### config.mk
export PLATFORM = sky130hd
export DESIGN_NAME = pm_cap_regs
export DESIGN_NICKNAME = d
export VERILOG_FILES = /design/src/rtl/pm_cap_pkg.sv /design/src/rtl/pm_state_ctrl.sv /design/src/rtl/pm_irq_flags.sv /design/src/rtl/pm_cfg_rdmux.sv /design/src/rtl/pm_cap_regs.sv
export SDC_FILE = /design/constraint.sdc
export NUM_CORES = 1
export LEC_CHECK = 0
export ABC_AREA = 1
export BUFFER_PORTS_ARGS = -buffer_cell sky130_fd_sc_hd__buf_2
export CAP_MARGIN = 20
export CORE_MARGIN = 2
export CORE_UTILIZATION = 25
export CTS_BUF_LIST = sky130_fd_sc_hd__clkbuf_4 sky130_fd_sc_hd__clkbuf_8 sky130_fd_sc_hd__clkbuf_16
export CTS_CLUSTER_DIAMETER = 50
export CTS_CLUSTER_SIZE = 12
export DETAILED_ROUTE_END_ITERATION = 8
export SETUP_SLACK_MARGIN = 0.05
export SYNTH_ARGS = -nofsm -noshare
export SYNTH_HDL_FRONTEND = slang
export SYNTH_SLANG_ARGS = --single-unit
### constraint.sdc
create_clock -name clk -period 2.9 [get_ports clk]
set_input_delay 0.145 -clock clk [delete_from_list [all_inputs] [get_ports clk]]
set_output_delay 0.145 -clock clk [all_outputs]
set_load 0.01 [all_outputs]
### src/rtl/pm_cap_pkg.sv
package pm_cap_pkg;

  typedef enum logic [1:0] {
    PS_D0 = 2'd0,
    PS_D1 = 2'd1,
    PS_D2 = 2'd2,
    PS_D3 = 2'd3
  } pstate_e;

  typedef enum logic [1:0] {
    MV_NONE = 2'd0,
    MV_DOWN = 2'd1,
    MV_UP   = 2'd2
  } move_e;

  localparam logic [7:0] PM_CAP_OFFSET = 8'h40;
  localparam logic [7:0] PM_CAP_ID     = 8'h01;
  localparam logic [7:0] PM_NEXT_PTR   = 8'h00;
  localparam logic [2:0] PM_SPEC_VER   = 3'b010;
  localparam int         CAPPTR_DW     = 13;
  localparam int         CAP_DW        = int'(PM_CAP_OFFSET) >> 2;
  localparam int         CSR_DW        = CAP_DW + 1;
  localparam int         NUM_DATA      = 8;
  localparam int         IRQ_DOWN      = 0;
  localparam int         IRQ_UP        = 1;
  localparam int         NUM_IRQ       = 2;

  // D0 and D3 are always available; D1/D2 follow the capability bits.
  function automatic logic state_supported(logic [1:0] s, logic d1, logic d2);
    case (s)
      2'd1:    return d1;
      2'd2:    return d2;
      default: return 1'b1;
    endcase
  endfunction

  // Classify a requested transition from the current state.
  function automatic move_e classify_move(logic [1:0] cur, logic [1:0] nxt);
    if (nxt == cur)       return MV_NONE;
    else if (nxt == 2'd0) return MV_UP;
    else if (nxt > cur)   return MV_DOWN;
    else                  return MV_NONE;
  endfunction

  function automatic logic [15:0] pack_pmc(logic [4:0] pme, logic d2, logic d1,
                                           logic [2:0] aux, logic dsi);
    return {pme, d2, d1, aux, dsi, 1'b0, 1'b0, PM_SPEC_VER};
  endfunction

  function automatic logic [15:0] pack_csr(logic [1:0] scale, logic [3:0] sel,
                                           logic nsr, logic [1:0] st);
    return {1'b0, scale, sel, 1'b0, 4'b0000, nsr, 1'b0, st};
  endfunction

  function automatic logic [7:0] pick_data(logic [3:0] sel, logic [8*NUM_DATA-1:0] tbl);
    if (int'(sel) < NUM_DATA) return tbl[{sel[2:0], 3'b000} +: 8];
    else                      return 8'h00;
  endfunction

  function automatic logic [1:0] pick_scale(logic [3:0] sel, logic [2*NUM_DATA-1:0] tbl);
    if (int'(sel) < NUM_DATA) return tbl[{sel[2:0], 1'b0} +: 2];
    else                      return 2'b00;
  endfunction

endpackage

### src/rtl/pm_state_ctrl.sv
module pm_state_ctrl
  import pm_cap_pkg::*;
#(
  parameter bit D1_SUP = 1'b1,
  parameter bit D2_SUP = 1'b0
) (
  input  logic       clk,
  input  logic       rst_n,
  input  logic       req_valid,
  input  logic [1:0] req_state,
  output pstate_e    state,
  output logic       req_ok,
  output logic       ev_down,
  output logic       ev_up
);

  move_e mv;
  logic  supp;

  always_comb begin
    supp    = state_supported(req_state, D1_SUP, D2_SUP);
    mv      = classify_move(state, req_state);
    req_ok  = req_valid && supp && (mv != MV_NONE);
    ev_down = req_ok && (mv == MV_DOWN);
    ev_up   = req_ok && (mv == MV_UP);
  end

  always_ff @(posedge clk or negedge rst_n) begin
    if (!rst_n)      state <= PS_D0;
    else if (req_ok) state <= pstate_e'(req_state);
  end

endmodule

### src/rtl/pm_irq_flags.sv
module pm_irq_flags #(
  parameter int N = 2
) (
  input  logic         clk,
  input  logic         rst_n,
  input  logic [N-1:0] set,
  input  logic [N-1:0] clr,
  input  logic [N-1:0] en,
  output logic [N-1:0] flag,
  output logic [N-1:0] irq
);

  for (genvar i = 0; i < N; i++) begin : g_flag
    logic f;
    always_ff @(posedge clk or negedge rst_n) begin
      if (!rst_n)      f <= 1'b0;
      else if (set[i]) f <= 1'b1;
      else if (clr[i]) f <= 1'b0;
    end
    assign flag[i] = f;
    assign irq[i]  = f & en[i];
  end

endmodule

### src/rtl/pm_cfg_rdmux.sv
module pm_cfg_rdmux
  import pm_cap_pkg::*;
#(
  parameter int ADDR_W = 6
) (
  input  logic              clk,
  input  logic              rst_n,
  input  logic              rd,
  input  logic [ADDR_W-1:0] addr,
  input  logic [31:0]       cap_word,
  input  logic [31:0]       csr_word,
  output logic [31:0]       rdata
);

  localparam logic [ADDR_W-1:0] A_PTR = ADDR_W'(CAPPTR_DW);
  localparam logic [ADDR_W-1:0] A_CAP = ADDR_W'(CAP_DW);
  localparam logic [ADDR_W-1:0] A_CSR = ADDR_W'(CSR_DW);

  logic [31:0] sel_word;

  always_comb begin
    case (addr)
      A_PTR:   sel_word = {24'h0, PM_CAP_OFFSET};
      A_CAP:   sel_word = cap_word;
      A_CSR:   sel_word = csr_word;
      default: sel_word = 32'h0;
    endcase
  end

  always_ff @(posedge clk or negedge rst_n) begin
    if (!rst_n)  rdata <= 32'h0;
    else if (rd) rdata <= sel_word;
  end

endmodule

### src/rtl/pm_cap_regs.sv
module pm_cap_regs
  import pm_cap_pkg::*;
#(
  parameter int                    ADDR_W      = 6,
  parameter bit                    D1_SUP      = 1'b1,
  parameter bit                    D2_SUP      = 1'b0,
  parameter bit                    NO_SOFT_RST = 1'b1,
  parameter bit                    DSI         = 1'b0,
  parameter logic [2:0]            AUX_CUR     = 3'd0,
  parameter logic [4:0]            PME_SUP     = 5'd0,
  parameter logic [7:0]            BSE_VAL     = 8'h00,
  parameter logic [8*NUM_DATA-1:0] PWR_DATA    = 64'h0403_0205_0A14_1E32,
  parameter logic [2*NUM_DATA-1:0] PWR_SCALE   = 16'h5555
) (
  input  logic              clk,
  input  logic              rst_n,
  input  logic              cfg_wr,
  input  logic              cfg_rd,
  input  logic [ADDR_W-1:0] cfg_addr,
  input  logic [3:0]        cfg_be,
  input  logic [31:0]       cfg_wdata,
  output logic [31:0]       cfg_rdata,
  input  logic              loc_ien_down,
  input  logic              loc_ien_up,
  input  logic              loc_clr_down,
  input  logic              loc_clr_up,
  output logic [1:0]        pwr_state,
  output logic              irq_down,
  output logic              irq_up
);

  localparam logic [ADDR_W-1:0] A_CSR = ADDR_W'(CSR_DW);

  logic          csr_hit, st_wr, sel_wr;
  logic [3:0]    dsel;
  pstate_e       state;
  logic          st_ok, ev_down, ev_up;
  logic          flag_down, flag_up;
  logic [NUM_IRQ-1:0] f_set, f_clr, f_en, f_q, f_irq;
  logic [31:0]   cap_word, csr_word;
  logic          unused_wbits;

  assign csr_hit      = cfg_wr && (cfg_addr == A_CSR);
  assign st_wr        = csr_hit && cfg_be[0];
  assign sel_wr       = csr_hit && cfg_be[1];
  assign unused_wbits = ^{cfg_wdata[31:13], cfg_wdata[8:2], cfg_be[3:2], st_ok};

  always_ff @(posedge clk or negedge rst_n) begin
    if (!rst_n)      dsel <= 4'd0;
    else if (sel_wr) dsel <= cfg_wdata[12:9];
  end

  pm_state_ctrl #(.D1_SUP(D1_SUP), .D2_SUP(D2_SUP)) u_state (
    .clk       (clk),
    .rst_n     (rst_n),
    .req_valid (st_wr),
    .req_state (cfg_wdata[1:0]),
    .state     (state),
    .req_ok    (st_ok),
    .ev_down   (ev_down),
    .ev_up     (ev_up)
  );

  assign f_set[IRQ_DOWN] = ev_down;
  assign f_set[IRQ_UP]   = ev_up;
  assign f_clr[IRQ_DOWN] = loc_clr_down;
  assign f_clr[IRQ_UP]   = loc_clr_up;
  assign f_en[IRQ_DOWN]  = loc_ien_down;
  assign f_en[IRQ_UP]    = loc_ien_up;

  pm_irq_flags #(.N(NUM_IRQ)) u_flags (
    .clk   (clk),
    .rst_n (rst_n),
    .set   (f_set),
    .clr   (f_clr),
    .en    (f_en),
    .flag  (f_q),
    .irq   (f_irq)
  );

  assign flag_down = f_q[IRQ_DOWN];
  assign flag_up   = f_q[IRQ_UP];
  assign irq_down  = f_irq[IRQ_DOWN];
  assign irq_up    = f_irq[IRQ_UP];
  assign pwr_state = state;

  assign cap_word = {pack_pmc(PME_SUP, D2_SUP, D1_SUP, AUX_CUR, DSI), PM_NEXT_PTR, PM_CAP_ID};
  assign csr_word = {pick_data(dsel, PWR_DATA), BSE_VAL,
                     pack_csr(pick_scale(dsel, PWR_SCALE), dsel, NO_SOFT_RST, state)};

  pm_cfg_rdmux #(.ADDR_W(ADDR_W)) u_rd (
    .clk      (clk),
    .rst_n    (rst_n),
    .rd       (cfg_rd),
    .addr     (cfg_addr),
    .cap_word (cap_word),
    .csr_word (csr_word),
    .rdata    (cfg_rdata)
  );

endmodule

==> results of run 1 <==
## state kept, by name, summed over array words and instances (netlist names)
signal,cells
dsel,4
u_state.state,2
u_rd.rdata,16
u_flags.g_flag.f,2
## where the power goes
part	leakage, nW	internal (W)	switching [W]	total (W)
combinational	0.599	0.0000313	0.0000595	0.0000908
sequential	0.333	0.000342	0.00000766	0.000350
clock	0.0357	0.000184	0.000110	0.000294
total	0.968	0.000558	0.000177	0.000735
## cell families (layout without fill, tap and decap cells)
family / count (synthesis) / after routing
DFF: 24 / 24
buffers and inverters: 42 / 69
xor gates and xnor gates: 1 / 1
AOI/OAI and AO/OA: 16 / 16
other: 1 / 16
adders and majority gates: 5 / 5
and+or+nand+nor: 76 / 76
## through the flow
step,instance area [um2],power [W],instances
2_1_floorplan,1420,0.000428,180
3_3_place_gp,1570,0.000446,272
3_5_place_dp,1570,0.000448,272
4_1_cts,1650,0.000742,277
5_1_grt,1650,0.000766,277
6_report,1650,0.000735,277
## timing repair
| action | CTS | global route |
|---|---|---|
| buffers inserted | 0 | 0 |
| hold buffers | 1 | 0 |
| endpoints found under the hold margin | 24 | 0 |
## metal layers
layer / up-vias / track usage [%]
met4: 0 / 3.75
met5: - / 0
met2: 29 / 15.2
li1: 560 / -
met1: 475 / 11.6
met3: 2 / 1.63
## layout by cell type, fill, tap and decap left out
cell type	Yosys	layout
a21oi_1	2	2
buf_2	1	41
bufinv_16	0	1
clkbuf_8	0	3
conb_1	1	16
dfrtp_1	24	24
dlygate4sd3_1	0	1
ha_1	5	5
inv_1	21	21
inv_2	2	2
nand2_1	49	49
nand2_2	2	2
nand3_1	8	8
nand3_2	1	1
nand3_4	1	1
nand3b_1	1	1
nand4_1	2	2
nor2_1	6	6
nor2_2	2	2
nor2_4	1	1
nor2_8	2	2
o21ai_0	3	3
o21ai_1	11	11
or2_2	1	1
xnor2_1	1	1
## path summary, 6_finish.rpt
path	from	endpoint	slack [ns]
setup reg to reg	u_state.state[1]	u_state.state[0]	1.53
hold reg to reg	u_rd.rdata[13]	u_rd.rdata[13]	0.48
setup / recovery	u_state.state[1]	u_state.state[0]	1.53
max in group asynchronous	rst_n	u_flags.g_flag[1].f	2.15
hold / removal	loc_clr_down	u_flags.g_flag[0].f	0.05
min in group asynchronous	rst_n	u_rd.rdata[13]	0.39
## layout make-up
cell class | count | area [um2] | area share (%)
sequential | 24 | 601 | 36.4
multi-input combinational | 114 | 588 | 35.7
timing repair buffer | 42 | 215 | 13.1
tap | 70 | 87.6 | 5.31
inverter | 23 | 86.3 | 5.24
clock buffer | 3 | 41.3 | 2.50
clock inverter | 1 | 30.0 | 1.82
==> metrics, run 1 <==
Post-Synth XOR/XNOR Area 0.645%; syn_area_per_cell 8.24 um2; main combinational cell family by area after synthesis simple AND/OR/NAND/NOR gates; ys flop type dfrtp_1; Die ar. 6040 um2; post-layout minimum cycle time 1.37 ns; CTS clock-pin slew for the worst setup and hold paths 0.08 ns; normalized max-slew margin 64.2%; vias in the first global route 984; Synth Cell Area 1360 um2; Final TNS setup 0 ns; row cnt 26; synthesis-stage register bit count 24; antenna violations before repair 0; R2R cell count 10; Core Area 5170 um2; met2 routed WL 1.29 mm; post-synth top area share 44.2%; Synth Area in Adders 4.60%; die width 77.7 um; gpl congestion 0.737; Die H 77.7 um; Fill cells 579; CTS Root Cell clkbuf_8; clock sinks 24; YS warnings 0; worst skew pair latency 0.27 ns; Worst VDD drop 0.000166 V; family with the most delay on the worst path simple AND/OR/NAND/NOR gates; total number of cells along the worst setup path 10; post-synth top area cell dfrtp_1; HP Class input pin to register; fin worst setup slack 1.53 ns; RSZ-0062 raised after global routing false; CP Buf/Inv Count 2; CTS tree done; slowest CP cell dfrtp_1; Post-Synth Simple-Gate Area 27.7%; Finish-stage setup viols 0; Largest stage delay, worst path 0.37 ns; worst-margin pin slew 0.536 ns; Worst Path Required 3.06 ns; grt ovf 0; Core Util, Final 31.9%; count of final hold-check violations 0; DR iter-0 viols 37; cell count after synthesis 165; Synth top cells by count nand2_1, dfrtp_1, inv_1; Yosys cell types 23; Setup WS pre-CTS 1.52 ns; worst path cell trace inv_1 > ha_1 > nand2_1 > inv_1 > nor2_1 > nand2_1 > nand2_1 > nand3_2 > nand2_1 > nand2_1; Vias 1066; DR top layer met4; CTS buffer count 3; Max Cap Viol 0; Total GRT Usage 9.13%; Area contributors post-synth dfrtp_1, nand2_1, buf_4; Crit. End Element register; drt total wl 2.69 mm; power per cell area 446 nW/um2; DRC viols 0; port buffer count 41; fraction of layout cells with a size suffix above 1 27.5%; largest net degree at the start of global routing 25; starting density of the core 26.3%; register area share after synthesis 44.2%; clock skew 0.00764 ns; Vias per Instance 3.85; final hold slack 0.0515 ns; Max FO, Critical Path 3; drt pass-1 iters 4; CTS-repair resized insts 0; Avg WL per Cell 9.70 um; Lkg Pwr 0.968 nW; FMAX 0.729 GHz; n_diodes 0; Post-synth EDFFs 0; most numerous cell in the Yosys netlist nand2_1; Synth-to-Final Area Change 21.4%; Worst EP arrival 1.53 ns; kind of critical path register to register; multiplexer share of the synthesized area 0%; fin crit share 47.3%; Hold Path Cell Cnt 2; Compound-Gate Fraction of Synth Area 5.89%; routed wl met3 143 um; final net count 263; H-tree depth 1; first-pass GRT wire length 4.42 mm; Startpoint Class register; clock tree buffer depth 2; outcome finished, final reports clean; max-slew violations 0; most used cell, CP nand2_1; hpwl dp 2.18 mm; Synth async-reset ratio 100%; Ports 86; Detail Route Antenna Nets 0; M1 WL 1.22 mm
(Power assumes the default switching activity.)
==> inputs of run 2 (changes only) <==
==> constraint.sdc (replaced) <==
create_clock -name clk -period 1.4 [get_ports clk]
set_input_delay 0.07 -clock clk [delete_from_list [all_inputs] [get_ports clk]]
set_output_delay 0.07 -clock clk [all_outputs]
set_load 0.01 [all_outputs]
==> run 2 against run 1 <==
Global-route usage is 0.34 points higher. Non-clock buffer count up 4. Critical path depth decreased by 1. Clock skew fell by 0.0043 ns. Clock power rose by 100%. Die area did not move. Wire length decreased by 1.2%. Combinational power increased by 130%. Largest cell class is now multi-input combinational cells.
==> metrics, run 2 (same netlist as run 1, synthesis figures left out) <==
grt ovf 0 (unchanged); H-tree depth 1 (unchanged); max-slew violations 0 (unchanged); family with the most delay on the worst path simple AND/OR/NAND/NOR gates (unchanged); CP Buf/Inv Count 1 (was 2); Placed Area 1580 um2 (was 1570 um2); CTS tree done (unchanged); Max Cap Viol 0 (unchanged); count of final hold-check violations 0 (unchanged); Avg WL per Cell 9.45 um (was 9.70 um); Startpoint Class register (unchanged); CTS clock-pin slew for the worst setup and hold paths 0.09 ns (was 0.08 ns); worst-margin pin slew 0.544 ns (was 0.536 ns); number of flip-flops under the largest register name 16 (unchanged); Finish-stage setup viols 0 (unchanged); CTS Root Cell clkbuf_8 (unchanged); port buffer count 41 (unchanged); row cnt 26 (unchanged); vias in the first global route 994 (was 984); Vias per Instance 3.87 (was 3.85); Crit. End Element register (unchanged); starting density of the core 26.3% (unchanged); Synth-to-Final Area Change 25.2% (was 21.4%); Most flops, register u_rd.rdata (unchanged); commonest non-fill, non-tap cell in the layout nand2_1 (unchanged); normalized max-slew margin 63.7% (was 64.2%); slowest CP cell dfrtp_1 (unchanged); final instance area 1700 um2 (was 1650 um2); clock tree buffer depth 2 (unchanged); most frequent cells in the layout nand2_1, buf_2, dfrtp_1, inv_1, conb_1 (unchanged); fin crit share 94.8% (was 47.3%); Worst Path Required 1.56 ns (was 3.06 ns); Setup WS pre-CTS 0.0284 ns (was 1.52 ns); Ports 86 (unchanged); DR iter-0 viols 32 (was 37); outcome finished, final reports clean (unchanged); Die H 77.7 um (unchanged); final net count 267 (was 263); power per cell area 901 nW/um2 (was 446 nW/um2); RSZ-0062 raised after global routing true (was false); final hold slack 0.0359 ns (was 0.0515 ns); antenna violations before repair 0 (unchanged); Hold Path Cell Cnt 3 (was 2); drt pass-1 iters 4 (unchanged); fin worst setup slack 0.0724 ns (was 1.53 ns); Vias 1087 (was 1066); Lkg Pwr 0.988 nW (was 0.968 nW); top flop regs u_rd.rdata x16, dsel x4 (unchanged); Core Area 5170 um2 (unchanged); largest net degree at the start of global routing 25 (unchanged); Die ar. 6040 um2 (unchanged); Total GRT Usage 9.46% (was 9.13%); FMAX 0.753 GHz (was 0.729 GHz); R2R cell count 9 (was 10); n_diodes 0 (unchanged); total number of cells along the worst setup path 9 (was 10); Detail Route Antenna Nets 0 (unchanged); Worst EP arrival 1.49 ns (was 1.53 ns); kind of critical path register to register (unchanged); gpl congestion 0.726 (was 0.737); clock skew 0.00331 ns (was 0.00764 ns); most used cell, CP nand2_1 (unchanged); CTS buffer count 3 (unchanged); DRC viols 0 (unchanged); drt total wl 2.66 mm (was 2.69 mm); Worst VDD drop 0.000523 V (was 0.000166 V); HP Class input pin to register (unchanged); post-layout minimum cycle time 1.33 ns (was 1.37 ns); worst skew pair latency 0.26 ns (was 0.27 ns); hpwl dp 2.16 mm (was 2.18 mm); Max FO, Critical Path 2 (was 3); fraction of layout cells with a size suffix above 1 31.3% (was 27.5%); first-pass GRT wire length 4.57 mm (was 4.42 mm); clock sinks 24 (unchanged); Final TNS setup 0 ns (unchanged); Largest stage delay, worst path 0.40 ns (was 0.37 ns); die width 77.7 um (unchanged); worst path cell trace ha_1 > nand2_2 > inv_2 > nor2_2 > nand2_1 > nand2_2 > nand3_2 > nand2_1 > nand2_1 (was inv_1 > ha_1 > nand2_1 > inv_1 > nor2_1 > nand2_1 > nand2_1 > nand3_2 > nand2_1 > nand2_1)
==> run 2: repair_timing <==
action,4_1_cts,5_1_grt
setup endpoints to repair,2,3
buffers inserted,0,1
resized for setup,2,4
pin swaps,2,7
hold buffers,2,0
hold endpoints to repair,25,0
==> run 2: report_power, final <==
group / switching (W) / leakage (nW) / internal (W)
Clock: 0.000220 / 0.0357 / 0.000382
Combinational: 0.000130 / 0.619 / 0.0000782
Sequential: 0.0000144 / 0.333 / 0.000709
==> run 2: worst reg2reg max path: stages, from the launching register on <==
cell and delay (ns):
dfrtp_1 0.40, ha_1 0.31, nand2_2 0.07, inv_2 0.03, nor2_2 0.08, nand2_1 0.07, nand2_2 0.07, nand3_2 0.08
nand2_1 0.07, nand2_1 0.04
==> run 2: through the flow <==
| step | utilization (%) | instances | power, W |
|---|---|---|---|
| after CTS | 32.6 | 280 | 0.00155 |
| after detailed placement | 30.6 | 274 | 0.000932 |
| after global routing | 32.9 | 281 | 0.00161 |
| after floorplan | - | 180 | 0.000886 |
| after global placement | 30.6 | 274 | 0.000928 |
| final | 32.9 | 281 | 0.00153 |
==> run 2: worst paths after layout <==
check	slack, ns	to	startpoint
min reg2reg	0.48	u_rd.rdata[13]	u_rd.rdata[13]
max reg2reg	0.07	u_state.state[0]	u_state.state[0]
min in group asynchronous	0.32	dsel[1]	rst_n
max	0.07	u_state.state[0]	u_state.state[0]
max in group asynchronous	0.72	u_rd.rdata[25]	rst_n
min	0.04	dsel[2]	cfg_wdata[11]
==> run 2: metal layers <==
metal | global-route usage [%] | routed length, um | vias to the layer above
met5 | 0 | 0 | -
li1 | - | - | 569
met1 | 12.7 | 1230 | 485
met2 | 15.1 | 1240 | 31
met3 | 1.63 | 151 | 2
met4 | 3.75 | 34 | 0
==> run 2: cell type report <==
type / count / area [um2]
clock inverters: 1 / 30.0
flip-flops and latches: 24 / 601
fillers: 563 / 3470
inverters: 23 / 86.3
repair buffers: 46 / 248
multi-input cells: 114 / 608
well taps: 70 / 87.6
clock buffers: 3 / 41.3
==> inputs of run 3 (changes only) <==
--- a/config.mk
+++ b/config.mk
@@ -8,12 +8,15 @@
 export ABC_AREA = 1
 export BUFFER_PORTS_ARGS = -buffer_cell sky130_fd_sc_hd__buf_2
 export CAP_MARGIN = 20
+export CELL_PAD_IN_SITES_DETAIL_PLACEMENT = 0
+export CELL_PAD_IN_SITES_GLOBAL_PLACEMENT = 1
 export CORE_MARGIN = 2
 export CORE_UTILIZATION = 25
 export CTS_BUF_LIST = sky130_fd_sc_hd__clkbuf_4 sky130_fd_sc_hd__clkbuf_8 sky130_fd_sc_hd__clkbuf_16
 export CTS_CLUSTER_DIAMETER = 50
 export CTS_CLUSTER_SIZE = 12
 export DETAILED_ROUTE_END_ITERATION = 8
+export PLACE_DENSITY_LB_ADDON = 0.1
 export SETUP_SLACK_MARGIN = 0.05
 export SYNTH_ARGS = -nofsm -noshare
 export SYNTH_HDL_FRONTEND = slang
==> run 3 against run 2 <==
Wire length is 7.7% higher. Register-to-register slack gained 0.03 ns. Global-route usage increased by 0.76 points. First-iteration DRC count is 3.1% higher. Largest cell class unchanged. Largest power group unchanged. Highest routed layer unchanged.
==> metrics, run 3 (same netlist as run 1, synthesis figures left out) <==
power per cell area 823 nW/um2 (was 901 nW/um2); clock tree buffer depth 2 (unchanged); CTS tree done (unchanged); Worst EP arrival 1.46 ns (was 1.49 ns); Largest stage delay, worst path 0.39 ns (was 0.40 ns); Detail Route Antenna Nets 0 (unchanged); n_diodes 0 (unchanged); vias in the first global route 1111 (was 994); CP Buf/Inv Count 2 (was 1); worst skew pair latency 0.26 ns (about the same); Most flops, register u_rd.rdata (unchanged); count of final hold-check violations 0 (unchanged); most used cell, CP nand2_1 (unchanged); DR iter-0 viols 33 (was 32); starting density of the core 26.3% (unchanged); HP Class input pin to register (unchanged); Synth-to-Final Area Change 25.5% (was 25.2%); Total GRT Usage 10.2% (was 9.46%); Die H 77.7 um (unchanged); normalized max-slew margin 64.1% (was 63.7%); FMAX 0.770 GHz (was 0.753 GHz); first-pass GRT wire length 4.99 mm (was 4.57 mm); Die ar. 6040 um2 (unchanged); max-slew violations 0 (unchanged); die width 77.7 um (unchanged); most frequent cells in the layout nand2_1, buf_2, dfrtp_1, inv_1, conb_1 (unchanged); Finish-stage setup viols 0 (unchanged); H-tree depth 1 (unchanged); largest net degree at the start of global routing 25 (unchanged); row cnt 26 (unchanged); Final TNS setup 0 ns (unchanged); grt ovf 0 (unchanged); Ports 86 (unchanged); Max Cap Viol 0 (unchanged); Avg WL per Cell 10.1 um (was 9.45 um); top flop regs u_rd.rdata x16, dsel x4 (unchanged); Max FO, Critical Path 2 (unchanged); number of flip-flops under the largest register name 16 (unchanged); drt pass-1 iters 4 (unchanged); worst-margin pin slew 0.538 ns (was 0.544 ns); Worst VDD drop 0.000479 V (was 0.000523 V); commonest non-fill, non-tap cell in the layout nand2_1 (unchanged); Lkg Pwr 0.987 nW (was 0.988 nW); kind of critical path register to register (unchanged); RSZ-0062 raised after global routing true (unchanged); port buffer count 41 (unchanged); fin crit share 92.8% (was 94.8%); family with the most delay on the worst path simple AND/OR/NAND/NOR gates (unchanged); outcome finished, final reports clean (unchanged); clock sinks 24 (unchanged); Vias 1091 (was 1087); Startpoint Class register (unchanged); Crit. End Element register (unchanged); Core Area 5170 um2 (unchanged); hpwl dp 2.30 mm (was 2.16 mm); drt total wl 2.86 mm (was 2.66 mm); CTS clock-pin slew for the worst setup and hold paths 0.08 ns (was 0.09 ns); fraction of layout cells with a size suffix above 1 31.6% (was 31.3%); clock skew 0.00154 ns (was 0.00331 ns); slowest CP cell dfrtp_1 (unchanged); Pwr Total 0.00140 W (was 0.00153 W); CTS buffer count 3 (unchanged); CTS Root Cell clkbuf_8 (unchanged); Worst Path Required 1.56 ns (about the same); Vias per Instance 3.87 (about the same); antenna violations before repair 0 (unchanged); worst path cell trace inv_2 > ha_4 > nand2_2 > inv_1 > nor2_1 > nand2_1 > nand2_2 > nand3_2 > nand2_1 > nand2_1 (was ha_1 > nand2_2 > inv_2 > nor2_2 > nand2_1 > nand2_2 > nand3_2 > nand2_1 > nand2_1); post-layout minimum cycle time 1.30 ns (was 1.33 ns); DRC viols 0 (unchanged); gpl congestion 0.725 (was 0.726); final net count 268 (was 267)
[run 3: cell types whose count changed in the layout (fill, tap and decap cells not counted), sizes merged]
cell,before,now
buf,44,45
bufinv,1,0
clkbuf,3,4
[run 3: routing by layer]
metal	GRT usage (%)	part of all wire, %
met2	17.5	50
met5	0	0
met3	3.14	6.7
met1	12.6	43
met4	2.14	0.52
[run 3: worst min-delay path: cells and delay by family]
| family | cells | cell delay (ns) |
|---|---|---|
| simple gates | 2 | 0.12 |
| buf+inv | 1 | 0.08 |
[run 3: report_power, final]
| part | internal [W] | switching [W] | leakage [nW] | total, W |
|---|---|---|---|---|
| logic | 0.0000806 | 0.000133 | 0.625 | 0.000214 |
| registers | 0.000709 | 0.0000146 | 0.333 | 0.000723 |
| clock network | 0.000251 | 0.000215 | 0.0288 | 0.000466 |
[run 3: repair_timing]
action / 4_1_cts / 5_1_grt
hold endpoints to repair: 25 / 0
buffers inserted: 0 / 2
gates resized for setup: 2 / 4
pin swaps: 2 / 3
setup endpoints to repair: 3 / 3
hold buffers: 2 / 0
[run 3: cell type report]
cell class	count	area [um2]
fillers	584	3470
repair buffers	47	255
inverters	23	86.3
well taps	70	87.6
clock buffers	4	55.1
flip-flops and latches	24	601
multi-input cells	114	621
[run 3: final timing paths]
check	start	endpoint	slack, ns	cells past startpoint
setup / recovery	u_state.state[1]	u_state.state[1]	0.10	10
hold / removal	cfg_wdata[12]	dsel[3]	0.04	3
setup reg to reg	u_state.state[1]	u_state.state[1]	0.10	10
hold reg to reg	u_rd.rdata[27]	u_rd.rdata[27]	0.48	2
max in group asynchronous	rst_n	u_flags.g_flag[0].f	0.73	2
min in group asynchronous	rst_n	u_rd.rdata[10]	0.32	2
[run 3: through the flow]
step	setup slack, ns	instances	utilization [%]	hold slack, ns	instance area (um2)
2_1_floorplan	0.129	180	-	-0.226	1420
3_3_place_gp	0.0387	274	30.6	0.0861	1580
3_5_place_dp	0.0154	274	30.6	0.103	1580
4_1_cts	0.0659	280	32.3	0.0317	1670
5_1_grt	0.00467	282	33.0	0.0501	1710
6_report	0.101	282	33.0	0.0372	1710
